===== config.mk =====
export PLATFORM = sky130hd
export DESIGN_NAME = seq_pc_ctl
export DESIGN_NICKNAME = d
export VERILOG_FILES = /design/src/rtl/seq_pkg.sv /design/src/rtl/seq_rstack.sv /design/src/rtl/seq_loop.sv /design/src/rtl/seq_pc_ctl.sv
export SDC_FILE = /design/constraint.sdc
export NUM_CORES = 1
export LEC_CHECK = 0
export ABC_AREA = 1
export BUFFER_PORTS_ARGS = -buffer_cell sky130_fd_sc_hd__buf_2
export CAP_MARGIN = 20
export CORE_MARGIN = 10
export CORE_UTILIZATION = 45
export CTS_CLUSTER_SIZE = 40
export DETAILED_ROUTE_END_ITERATION = 7
export GPL_TIMING_DRIVEN = 1
export SLEW_MARGIN = 10
export SYNTH_ARGS = -nofsm -noshare
export SYNTH_HDL_FRONTEND = slang
export SYNTH_SLANG_ARGS = --single-unit

===== constraint.sdc =====
create_clock -name clk -period 4.1 [get_ports clk]
set_input_delay 0 -clock clk [delete_from_list [all_inputs] [get_ports clk]]
set_output_delay 0 -clock clk [all_outputs]
set_load 0.02 [all_outputs]

===== src/rtl/seq_pkg.sv =====
package seq_pkg;
  typedef enum logic [1:0] {
    TGT_DIRECT   = 2'd0,
    TGT_REGISTER = 2'd1,
    TGT_RELATIVE = 2'd2,
    TGT_SPARE    = 2'd3
  } tgt_mode_e;
endpackage


===== src/rtl/seq_rstack.sv =====
// Shared return stack: subroutine, interrupt and loop-start entries.
module seq_rstack #(
  parameter int AW    = 24,
  parameter int DEPTH = 30,
  localparam int IW   = $clog2(DEPTH),
  localparam int PW   = $clog2(DEPTH + 1)
) (
  input  logic          clk,
  input  logic          rst,
  input  logic          push,
  input  logic          pop,
  input  logic          cut,
  input  logic [IW-1:0] cut_ptr,
  input  logic [AW-1:0] wdata,
  input  logic [IW-1:0] rd_idx,
  output logic [AW-1:0] rd_data,
  output logic [AW-1:0] top_data,
  output logic [IW-1:0] wr_idx,
  output logic          full,
  output logic          ovf,
  output logic          unf
);
  logic [AW-1:0] mem [DEPTH];
  logic [PW-1:0] ptr_q;
  logic          empty;
  logic [IW-1:0] top_idx;

  assign full    = (ptr_q == PW'(DEPTH));
  assign empty   = (ptr_q == '0);
  assign wr_idx  = ptr_q[IW-1:0];
  assign top_idx = IW'(ptr_q - 1'b1);
  assign top_data = empty ? '0 : mem[top_idx];
  assign rd_data  = mem[rd_idx];

  always_ff @(posedge clk) begin
    if (push && !full) mem[wr_idx] <= wdata;
  end

  always_ff @(posedge clk) begin
    if (rst) begin
      ptr_q <= '0;
      ovf   <= 1'b0;
      unf   <= 1'b0;
    end else if (cut) begin
      ptr_q <= PW'(cut_ptr);
    end else if (push) begin
      if (full) ovf <= 1'b1;
      else      ptr_q <= ptr_q + 1'b1;
    end else if (pop) begin
      if (empty) unf <= 1'b1;
      else       ptr_q <= ptr_q - 1'b1;
    end
  end
endmodule


===== src/rtl/seq_loop.sv =====
// Single active counted loop: end address, remaining count, stack slot.
module seq_loop #(
  parameter int AW = 24,
  parameter int CW = 16,
  parameter int IW = 5
) (
  input  logic          clk,
  input  logic          rst,
  input  logic          start,
  input  logic [CW-1:0] s_cnt,
  input  logic [AW-1:0] s_end,
  input  logic [IW-1:0] s_idx,
  input  logic          back,
  input  logic          stop,
  output logic          active,
  output logic          more,
  output logic [AW-1:0] end_addr,
  output logic [IW-1:0] idx
);
  logic [CW-1:0] cnt_q;

  assign more = (cnt_q > CW'(1));

  always_ff @(posedge clk) begin
    if (rst) begin
      active   <= 1'b0;
      cnt_q    <= '0;
      end_addr <= '0;
      idx      <= '0;
    end else if (start) begin
      active   <= 1'b1;
      cnt_q    <= s_cnt;
      end_addr <= s_end;
      idx      <= s_idx;
    end else if (stop) begin
      active <= 1'b0;
    end else if (back) begin
      cnt_q <= cnt_q - 1'b1;
    end
  end
endmodule


===== src/rtl/seq_pc_ctl.sv =====
module seq_pc_ctl
  import seq_pkg::*;
#(
  parameter int          AW      = 24,
  parameter int          CW      = 16,
  parameter int          DEPTH   = 30,
  parameter logic [AW-1:0] RST_VEC = 24'h000100,
  parameter logic [AW-1:0] IRQ_VEC = 24'h000040
) (
  input  logic          clk,
  input  logic          rst,
  input  logic          op_loop,
  input  logic [CW-1:0] loop_cnt,
  input  logic [AW-1:0] loop_end,
  input  logic          op_call,
  input  logic          op_ret,
  input  logic          op_reti,
  input  logic          op_jump,
  input  logic          br_delayed,
  input  logic [1:0]    br_mode,
  input  logic [AW-1:0] br_tgt,
  input  logic [AW-1:0] br_reg,
  input  logic          irq,
  output logic [AW-1:0] fetch_addr,
  output logic          squash,
  output logic          stk_ovf,
  output logic          stk_unf,
  output logic          irq_ack
);
  localparam int IW = $clog2(DEPTH);

  // fetch pipeline: fa = fetching, pa1 = in flight, pa2 = in decode
  logic [AW-1:0] fa_q, pa1_q, pa2_q;
  logic          v1_q, v2_q, le1_q, sq_q, ack_q, in_isr_q;
  logic [1:0]    dly_q;

  logic          d_ret, d_reti, d_call, d_jmp, d_lop, d_br, irq_take, decode_act;
  logic [AW-1:0] seq, tgt, nf, push_val;
  logic          lp_hit, loop_evt;

  logic          st_push, st_pop, st_cut, st_full;
  logic [AW-1:0] st_rd, st_top;
  logic [IW-1:0] st_widx;
  logic          lp_active, lp_more, lp_start, lp_back, lp_stop;
  logic [AW-1:0] lp_end;
  logic [IW-1:0] lp_idx;

  assign seq = fa_q + AW'(1);

  // decode actions, priority ret/reti > call > jump > loop
  assign d_ret  = v2_q && (op_ret || op_reti);
  assign d_reti = v2_q && op_reti;
  assign d_call = v2_q && op_call && !d_ret;
  assign d_jmp  = v2_q && op_jump && !d_ret && !op_call;
  assign d_lop  = v2_q && op_loop && !d_ret && !op_call && !op_jump;
  assign d_br   = d_ret || d_call || d_jmp;

  assign irq_take = v2_q && irq && !in_isr_q && (dly_q == 2'd0) && !le1_q
                    && !d_br && !d_lop;
  assign decode_act = d_br || d_lop || irq_take;

  always_comb begin
    case (tgt_mode_e'(br_mode))
      TGT_REGISTER: tgt = br_reg;
      TGT_RELATIVE: tgt = pa2_q + br_tgt;
      default:      tgt = br_tgt;
    endcase
  end

  // loop-end detection on the address being fetched now
  assign lp_hit   = lp_active && (fa_q == lp_end);
  assign loop_evt = lp_hit && !decode_act;

  // stack control
  assign push_val = (d_call && br_delayed) ? seq : pa1_q;
  assign st_push  = d_call || d_lop || irq_take;
  assign st_pop   = d_ret || (loop_evt && !lp_more);
  assign st_cut   = d_jmp && lp_active;

  // loop control
  assign lp_start = d_lop && !st_full;
  assign lp_back  = loop_evt && lp_more;
  assign lp_stop  = (loop_evt && !lp_more) || st_cut;

  always_comb begin
    if (d_ret)                 nf = st_top;
    else if (d_call || d_jmp)  nf = tgt;
    else if (irq_take)         nf = IRQ_VEC;
    else if (lp_back)          nf = st_rd;
    else                       nf = seq;
  end

  seq_rstack #(.AW(AW), .DEPTH(DEPTH)) u_stack (
    .clk      (clk),
    .rst      (rst),
    .push     (st_push),
    .pop      (st_pop),
    .cut      (st_cut),
    .cut_ptr  (lp_idx),
    .wdata    (push_val),
    .rd_idx   (lp_idx),
    .rd_data  (st_rd),
    .top_data (st_top),
    .wr_idx   (st_widx),
    .full     (st_full),
    .ovf      (stk_ovf),
    .unf      (stk_unf)
  );

  seq_loop #(.AW(AW), .CW(CW), .IW(IW)) u_loop (
    .clk      (clk),
    .rst      (rst),
    .start    (lp_start),
    .s_cnt    (loop_cnt),
    .s_end    (loop_end),
    .s_idx    (st_widx),
    .back     (lp_back),
    .stop     (lp_stop),
    .active   (lp_active),
    .more     (lp_more),
    .end_addr (lp_end),
    .idx      (lp_idx)
  );

  logic kill;
  assign kill = (d_br && !br_delayed) || irq_take;

  always_ff @(posedge clk) begin
    if (rst) begin
      fa_q     <= RST_VEC;
      pa1_q    <= '0;
      pa2_q    <= '0;
      v1_q     <= 1'b0;
      v2_q     <= 1'b0;
      le1_q    <= 1'b0;
      sq_q     <= 1'b0;
      ack_q    <= 1'b0;
      in_isr_q <= 1'b0;
      dly_q    <= 2'd0;
    end else begin
      fa_q  <= nf;
      pa1_q <= fa_q;
      pa2_q <= pa1_q;
      v1_q  <= !kill;
      v2_q  <= v1_q && !kill;
      le1_q <= loop_evt;
      sq_q  <= kill;
      ack_q <= irq_take;
      if (irq_take)    in_isr_q <= 1'b1;
      else if (d_reti) in_isr_q <= 1'b0;
      if (d_br && br_delayed)          dly_q <= 2'd2;
      else if (v2_q && dly_q != 2'd0)  dly_q <= dly_q - 2'd1;
    end
  end

  assign fetch_addr = fa_q;
  assign squash     = sq_q;
  assign irq_ack    = ack_q;
endmodule


=== Yosys cells after proc, flatten, opt, wreduce, memory -nomap -nowiden ===
Memories as Yosys holds them, arrays and structs flattened. A register that Yosys moved wholly into a read port is not among the register bits.
Cells that the tools add are included.

* Flip-flop bits (word level): 133
* Bits in writable memories: 720
* Input bits: 99
* Output and inout bits: 28
* Word-level logic and storage cells: 125
* Memories kept: 1

{| class="wikitable"
|+ Memories
! name !! depth !! width !! rd ports !! clocked after Yosys merged registers in !! write ports !! RTL line !! text
|-
| u_stack.mem || 30 || 24 || 2 || 1 || 1 || seq_rstack.sv:23 || <nowiki>logic [AW-1:0] mem [DEPTH];</nowiki>
|}

* $add $sub $neg: 6
* $lt $le $gt $ge: 1
* Eq/ne operators: 7
* Mux-type cells: 25
* Bitwise logic cells: 2
* Reduce and logical (&&, ||, !) cells: 65

{| class="wikitable"
|+ Operator list
! operator !! number
|-
| 24-bit 2-to-1 mux || 6
|-
| 16-bit 2-to-1 mux || 3
|-
| 24-bit case mux with 2 select lines || 1
|-
| 5-bit 2-to-1 mux || 7
|-
| 1-bit logical AND || 29
|-
| 24-bit by 1-bit adder with 24-bit output (second input constant) || 1
|-
| 24-bit adder || 1
|-
| 24-bit == test || 1
|-
| 16-bit by 1-bit greater-than comparator with 1-bit output (second input constant) || 1
|-
| 16-bit by 1-bit subtractor with 16-bit output (second input constant) || 1
|-
| 1-bit logical NOT || 12
|-
| 1-bit logical OR || 11
|-
| 2-bit nonzero test || 5
|-
| 1-bit 2-to-1 mux || 6
|-
| 3-bit AND reduction || 2
|-
| 5-bit by 1-bit adder with 5-bit output (second input constant) || 1
|-
| 5-bit == test (second input constant) || 1
|-
| 5-bit logical NOT || 1
|-
| 5-bit by 1-bit subtractor with 5-bit output (second input constant) || 1
|-
| 2-bit 2-to-1 mux || 2
|-
| 4-bit AND reduction || 1
|-
| 3-bit by 2-bit != test with 1-bit output (second input constant) || 1
|-
| 3-bit != test (second input constant) || 1
|-
| 3-bit nonzero test || 1
|-
| other kinds (8) || 9
|}

=== Logic depth before layout (Yosys ltp) ===
* Depth in word-level cells: 17
* Depth in mapped cells: 17
* Mapped depth without buffers: 16

=== By module ===
Synthesis repeated with hierarchy kept, for this count alone.

* Cell total of the unflattened synthesis: 5,639
* Area, all modules: 45,707.6 sq um

{| class="wikitable"
|+ Modules (own cells, without submodules)
! module !! times used !! cells an instance !! area an instance (sq um) !! seq. area each (sq um)
|-
| seq_rstack || 1 || 4,176 || 36,925.4 || 21,760.9
|-
| seq_pc_ctl || 1 || 1,161 || 6,643.9 || 1,601.5
|-
| seq_loop || 1 || 302 || 2,138.3 || 920.9
|}

=== Worst setup path before layout ===
Ideal clock, no wire load.

* Path kind: reg2reg
* Start point: register u_stack.ptr_q[0] (netlist: u_stack.wr_idx[0])
* End point: memory u_stack.mem[15][0] (enable)
* Library setup time: 435 ps
* Arrival: 2,880 ps
* Required time: 3,665 ps
* Path slack: 784 ps
* Cell stages (with the launch flop): 8
* Path buffers: 2
* Clock period less this slack: 3,316 ps
* Cell sequence: dfxtp_1 inv_2 clkbuf_1 clkbuf_1 ha_1 nand2_1 nand2_1 nor3_1

* Word-level cells in the longest chain between the ends: 5

{| class="wikitable"
|+ Ends and longest elaborated chain
! element !! RTL line !! text
|-
| start, declared || seq_rstack.sv:24 || <nowiki>logic [PW-1:0] ptr_q;</nowiki>
|-
| start signal, assigned || seq_rstack.sv:45 || <nowiki>ptr_q <= PW'(cut_ptr);</nowiki>
|-
| start signal, assigned || seq_rstack.sv:48 || <nowiki>else ptr_q <= ptr_q + 1'b1;</nowiki>
|-
| start signal, assigned || seq_rstack.sv:51 || <nowiki>else ptr_q <= ptr_q - 1'b1;</nowiki>
|-
| 5-bit == test || seq_rstack.sv:28 || <nowiki>assign full = (ptr_q == PW'(DEPTH));</nowiki>
|-
| 1-bit logical NOT || seq_rstack.sv:36 || <nowiki>if (push && !full) mem[wr_idx] <= wdata;</nowiki>
|-
| 1-bit logical AND || seq_rstack.sv:36 ||
|-
| 1-bit 2-to-1 mux || seq_rstack.sv:36 ||
|-
| 1-bit 2-to-1 mux (implied by the code) || seq_rstack.sv:36 ||
|-
| end, declared || seq_rstack.sv:23 ||
|}

Parallel ways exist; a longest one is shown, timed or not.

=== Worst setup path in the final report ===
* Start point: register v2_q
* End point: register fa_q[13] (netlist: fetch_addr[13])

* Word-level cells in the longest chain between the ends: 16
* Elaborated cells between the ends (all ways): 31
* Those cells by class: mux: 4; reduce/logical: 27

{| class="wikitable"
|+ Ends and longest elaborated chain
! element !! RTL line !! text
|-
| start, declared || seq_pc_ctl.sv:34 || <nowiki>logic v1_q, v2_q, le1_q, sq_q, ack_q, in_isr_q;</nowiki>
|-
| start signal, assigned || seq_pc_ctl.sv:145 || <nowiki>v2_q <= v1_q && !kill;</nowiki>
|-
| 1-bit logical AND || seq_pc_ctl.sv:51 || <nowiki>assign d_ret = v2_q && (op_ret || op_reti);</nowiki>
|-
| 1-bit logical NOT || seq_pc_ctl.sv:53, seq_pc_ctl.sv:54, seq_pc_ctl.sv:55 ||
|-
| 1-bit logical AND (on tied branches) || seq_pc_ctl.sv:53, seq_pc_ctl.sv:54 ||
|-
| 1-bit logical OR or 1-bit logical AND (tied branches) || seq_pc_ctl.sv:56, seq_pc_ctl.sv:54 ||
|-
| 1-bit logical OR || seq_pc_ctl.sv:56 || <nowiki>assign d_br = d_ret || d_call || d_jmp;</nowiki>
|-
| 1-bit logical NOT || seq_pc_ctl.sv:59 || <nowiki>&& !d_br && !d_lop;</nowiki>
|-
| 1-bit logical AND (2 in series) || seq_pc_ctl.sv:59 ||
|-
| 1-bit logical OR || seq_pc_ctl.sv:60 || <nowiki>assign decode_act = d_br || d_lop || irq_take;</nowiki>
|-
| 1-bit logical NOT || seq_pc_ctl.sv:72 || <nowiki>assign loop_evt = lp_hit && !decode_act;</nowiki>
|-
| 1-bit logical AND || seq_pc_ctl.sv:72 ||
|-
| 1-bit logical AND || seq_pc_ctl.sv:82 || <nowiki>assign lp_back = loop_evt && lp_more;</nowiki>
|-
| 24-bit 2-to-1 mux || seq_pc_ctl.sv:89 || <nowiki>else if (lp_back) nf = st_rd;</nowiki>
|-
| 24-bit 2-to-1 mux || seq_pc_ctl.sv:88 || <nowiki>else if (irq_take) nf = IRQ_VEC;</nowiki>
|-
| 24-bit 2-to-1 mux || seq_pc_ctl.sv:87 || <nowiki>else if (d_call || d_jmp) nf = tgt;</nowiki>
|-
| 24-bit 2-to-1 mux * || seq_pc_ctl.sv:86 || <nowiki>if (d_ret) nf = st_top;</nowiki>
|-
| end signal, assigned || seq_pc_ctl.sv:141 || <nowiki>fa_q <= nf;</nowiki>
|-
| end, declared || seq_pc_ctl.sv:33 || <nowiki>logic [AW-1:0] fa_q, pa1_q, pa2_q;</nowiki>
|}

Every way passes the cells marked *; elsewhere a longest branch is shown, timed or not.
A chain may end at the register's enable or synchronous reset.

==> results by group <==
Run status
  – Status: completed

STA
  – Measured slew at the worst slew-check pin: 1.217 ns
  – Final worst slack: 0.1184 ns
  – Final period utilization: 0.9711
  – RSZ-0062 raised after global routing: no
  – TNS Setup: 0 ns
  – Final hold vios: 0
  – Tmin final: 3.982 ns
  – Final Max Tran Viols: 0
  – FMAX: 251.2 MHz
  – Slew Limit Headroom: 0.1888
  – Clk_skew: 0.02270 ns
  – Endpoints failing setup: 0

Worst setup path
  – Critical path, cell by cell: nand2_2 -> nand2_4 -> dlygate4sd3_1 -> nor2_8 -> inv_2 -> dlygate4sd3_1 -> nor2_2 -> nand3_2 -> nor2_4 -> buf_6 -> nand4_1 -> nand3_1 -> nand2_1 -> nand2_1 -> a21oi_1
  – CP top delay family: simple AND/OR/NAND/NOR gates
  – CP bufs+invs: 4
  – Capturing point of the worst reg2reg path: fetch_addr[13]
  – Critical path's slowest cell: dlygate4sd3_1
  – Worst path required time: 4.62 ns
  – CP max FO: 25
  – Critical Path Source: v2_q
  – Kind of critical path: register to register
  – Setup crit start kind: register
  – Worst reg2reg setup slack: 0.12 ns
  – R2R cell count: 15
  – Crit. End Element: register
  – Slowest cell delay on critical path: 0.62 ns
  – CP arrival: 4.50 ns
  – Stages on worst setup path: 15
  – Critical register-to-register path startpoint: v2_q
  – Critical Path End: fetch_addr[13]

Drt
  – DRT iter0 DRCs: 5221
  – TritonRoute pass-1 iters: 6
  – Via count: 40900
  – DR vias/cell: 5.938
  – Routed wire length: 166600 um
  – Drc violations: 0
  – Antenna-violating nets left: 0
  – Wirelength per Cell: 24.19 um

GRT
  – Total track usage: 0.2849
  – First-pass GRT wire length: 244400 um
  – Initial antenna violation count: 3
  – Remaining global-route overflow: 0
  – Largest net degree at the start of global routing: 211
  – Vias in the first global route: 38430

Floorplan
  – Starting Density: 0.4549
  – Die Wd: 335.9 um
  – Core ar.: 98710 um2
  – Die span in y: 335.9 um
  – # IOs: 127
  – # rows: 115
  – Die area: 112800 um2

Place
  – Placed cell areas: 47310 um2
  – IO buf count: 126
  – Post-DP HPWL: 99060 um
  – Setup WS pre-CTS: 0.7205 ns
  – Routability cong.: 0.9467

Clock network
  – CTS Buf Count: 95
  – Clock buffer depth: 3
  – CTS Root Cell: clkbuf_16
  – H-tree depth: 3
  – CTS tree: done
  – Worst skew pair latency: 0.68 ns
  – Worst-path clk slew: 0.06 ns
  – CTS Sinks: 858

Synthesis
  – Syn avg cell area: 8.224 um2
  – Yosys cell types: 50
  – Seq/Total Area, Yosys: 0.5430
  – Yosys warnings: 0
  – Post-synthesis cell area: 44910 um2
  – Post-synth EDFFs: 720
  – Mapped Cells: 5460
  – Most used DFF post-synth: edfxtp_1
  – Fraction of registers with async set or reset after synthesis: 0
  – Seq cells post-synth: 858
  – Post-Syn Nets: 5594

Layout
  – Fin area: 51270 um2
  – Storage element area: 24400 um2
  – Layout cells sized above 1: 0.08769
  – Commonest non-fill, non-tap cells in the layout: 1726 x nand2_1, 1058 x nand3_1, 720 x edfxtp_1
  – Total Nets Final: 5654
  – Fill cells: 9158
  – Commonest non-fill, non-tap cell in the layout: nand2_1
  – Multi-input gate area: 18190 um2
  – Area growth from synthesis to layout: 14.17%

Power
  – Static leakage: 0.02035 uW
  – Pwr Density: 530.4 nW/um2
  – Peak supply drop: 1.145 mV

Job
  – Max cap viols: 0

Min path
  – Worst hold path type: primary input to register
-- power by group --
part | leakage (uW) | switching, uW | internal, uW
Combinational | 0.0110 | 6290 | 2230
Clock | 0.00154 | 3580 | 5100
Sequential | 0.00777 | 235 | 9750
Total | 0.0203 | 10100 | 17100
-- area by class of cell --
cell class / instances / area share
flip-flops and latches: 858 / 0.4760
multi-input cells: 3916 / 0.3547
repair buffers: 324 / 0.05244
clock buffers: 130 / 0.05188
well taps: 1287 / 0.03141
inverters: 325 / 0.02433
clock inverters: 46 / 0.009151
diodes: 2 / 0.00009762
-- layer usage --
metal	up-vias	track usage	share of wire
met2	2323	0.4497	0.46
li1	18680	-	-
met1	19470	0.3813	0.40
met4	4	0.1298	0.046
met3	423	0.04831	0.096
met5	-	0	0.00014
-- per-stage QoR --
stage,cells,total power (uW),hold slack [ns],utilization
2_1_floorplan,5460,14910,0.1068,-
3_3_place_gp,6630,18360,0.2284,0.4793
3_5_place_dp,6630,18370,0.2360,0.4793
4_1_cts,6884,27040,0.001345,0.5190
5_1_grt,6886,28140,0.02830,0.5194
6_report,6888,27200,0.03072,0.5194
-- logic make-up (layout without fill, tap and decap cells) --
logic type,Yosys count,count (layout),share of synthesized area
AO/OA/AOI/OAI,590,590,0.07278
XOR/XNOR,30,30,0.006353
flip-flops,858,858,0.5430
other,0,2,0
AND/OR/NAND/NOR,3261,3261,0.3079
adder cells (fa/ha/maj),35,35,0.009919
buffers and inverters,686,825,0.06004
-- timing repair --
| action | in CTS | in global routing |
|---|---|---|
| hold endpoints to repair | 78 | 14 |
| gates resized for setup | 0 | 1 |
| hold buffers | 78 | 1 |
| endpoints found under the setup margin | 0 | 5 |
| buffers inserted | 0 | 0 |
-- worst reg2reg max path: cells and delay by family, from the launching register on --
family                 cells  cell delay (ns)
AO/OA/AOI/OAI              1             0.06
buffers and inverters      4             1.63
flip-flops                 1             0.42
AND/OR/NAND/NOR           10             1.72
-- worst min-delay path by stage --
stage	start	to	cells after the start	slack, ns
finish	br_tgt[23]	fetch_addr[23]	7	0.03
global placement	loop_end[18]	u_loop.end_addr[18]	3	0.23
detailed placement	loop_end[0]	u_loop.end_addr[0]	3	0.24
CTS	br_tgt[23]	fetch_addr[23]	7	0.001
floorplan	br_delayed	dly_q[0]	1	0.11
global route	br_reg[19]	fetch_addr[19]	7	0.03
-- Yosys cell counts, drive strengths merged, types with 3 or more instances --
cell type / number / area [um2]
inv: 322 / 1209
clkinv: 3 / 11.26
a211oi: 9 / 67.56
xnor2: 8 / 77.58
clkbuf: 235 / 882.1
or2: 6 / 37.54
nand3b: 5 / 37.54
a21oi: 245 / 1226
nand4: 42 / 262.8
o21ai: 228 / 1145
nand2: 1736 / 6554
nor2: 385 / 1474
nor4: 6 / 37.54
nand3: 1060 / 5315
o221ai: 4 / 35.03
o311ai: 23 / 201.4
xor2: 22 / 207.7
dfxtp: 138 / 2763
a31oi: 12 / 75.07
edfxtp: 720 / 21620
o22ai: 6 / 37.54
buf: 126 / 594.3
nor3: 18 / 90.09
o211ai: 29 / 217.7
a22oi: 24 / 180.2
ha: 34 / 425.4
-- state kept, by name, summed over array words and instances (netlist names), 2 cells and up, named ones only --
signal,cells
dly_q,2
pa2_q,24
u_stack.wr_idx,5
fetch_addr,24
u_loop.idx,5
u_stack.mem,720
u_loop.end_addr,24
u_loop.cnt_q,16
pa1_q,24
(Power assumes the default switching activity.)
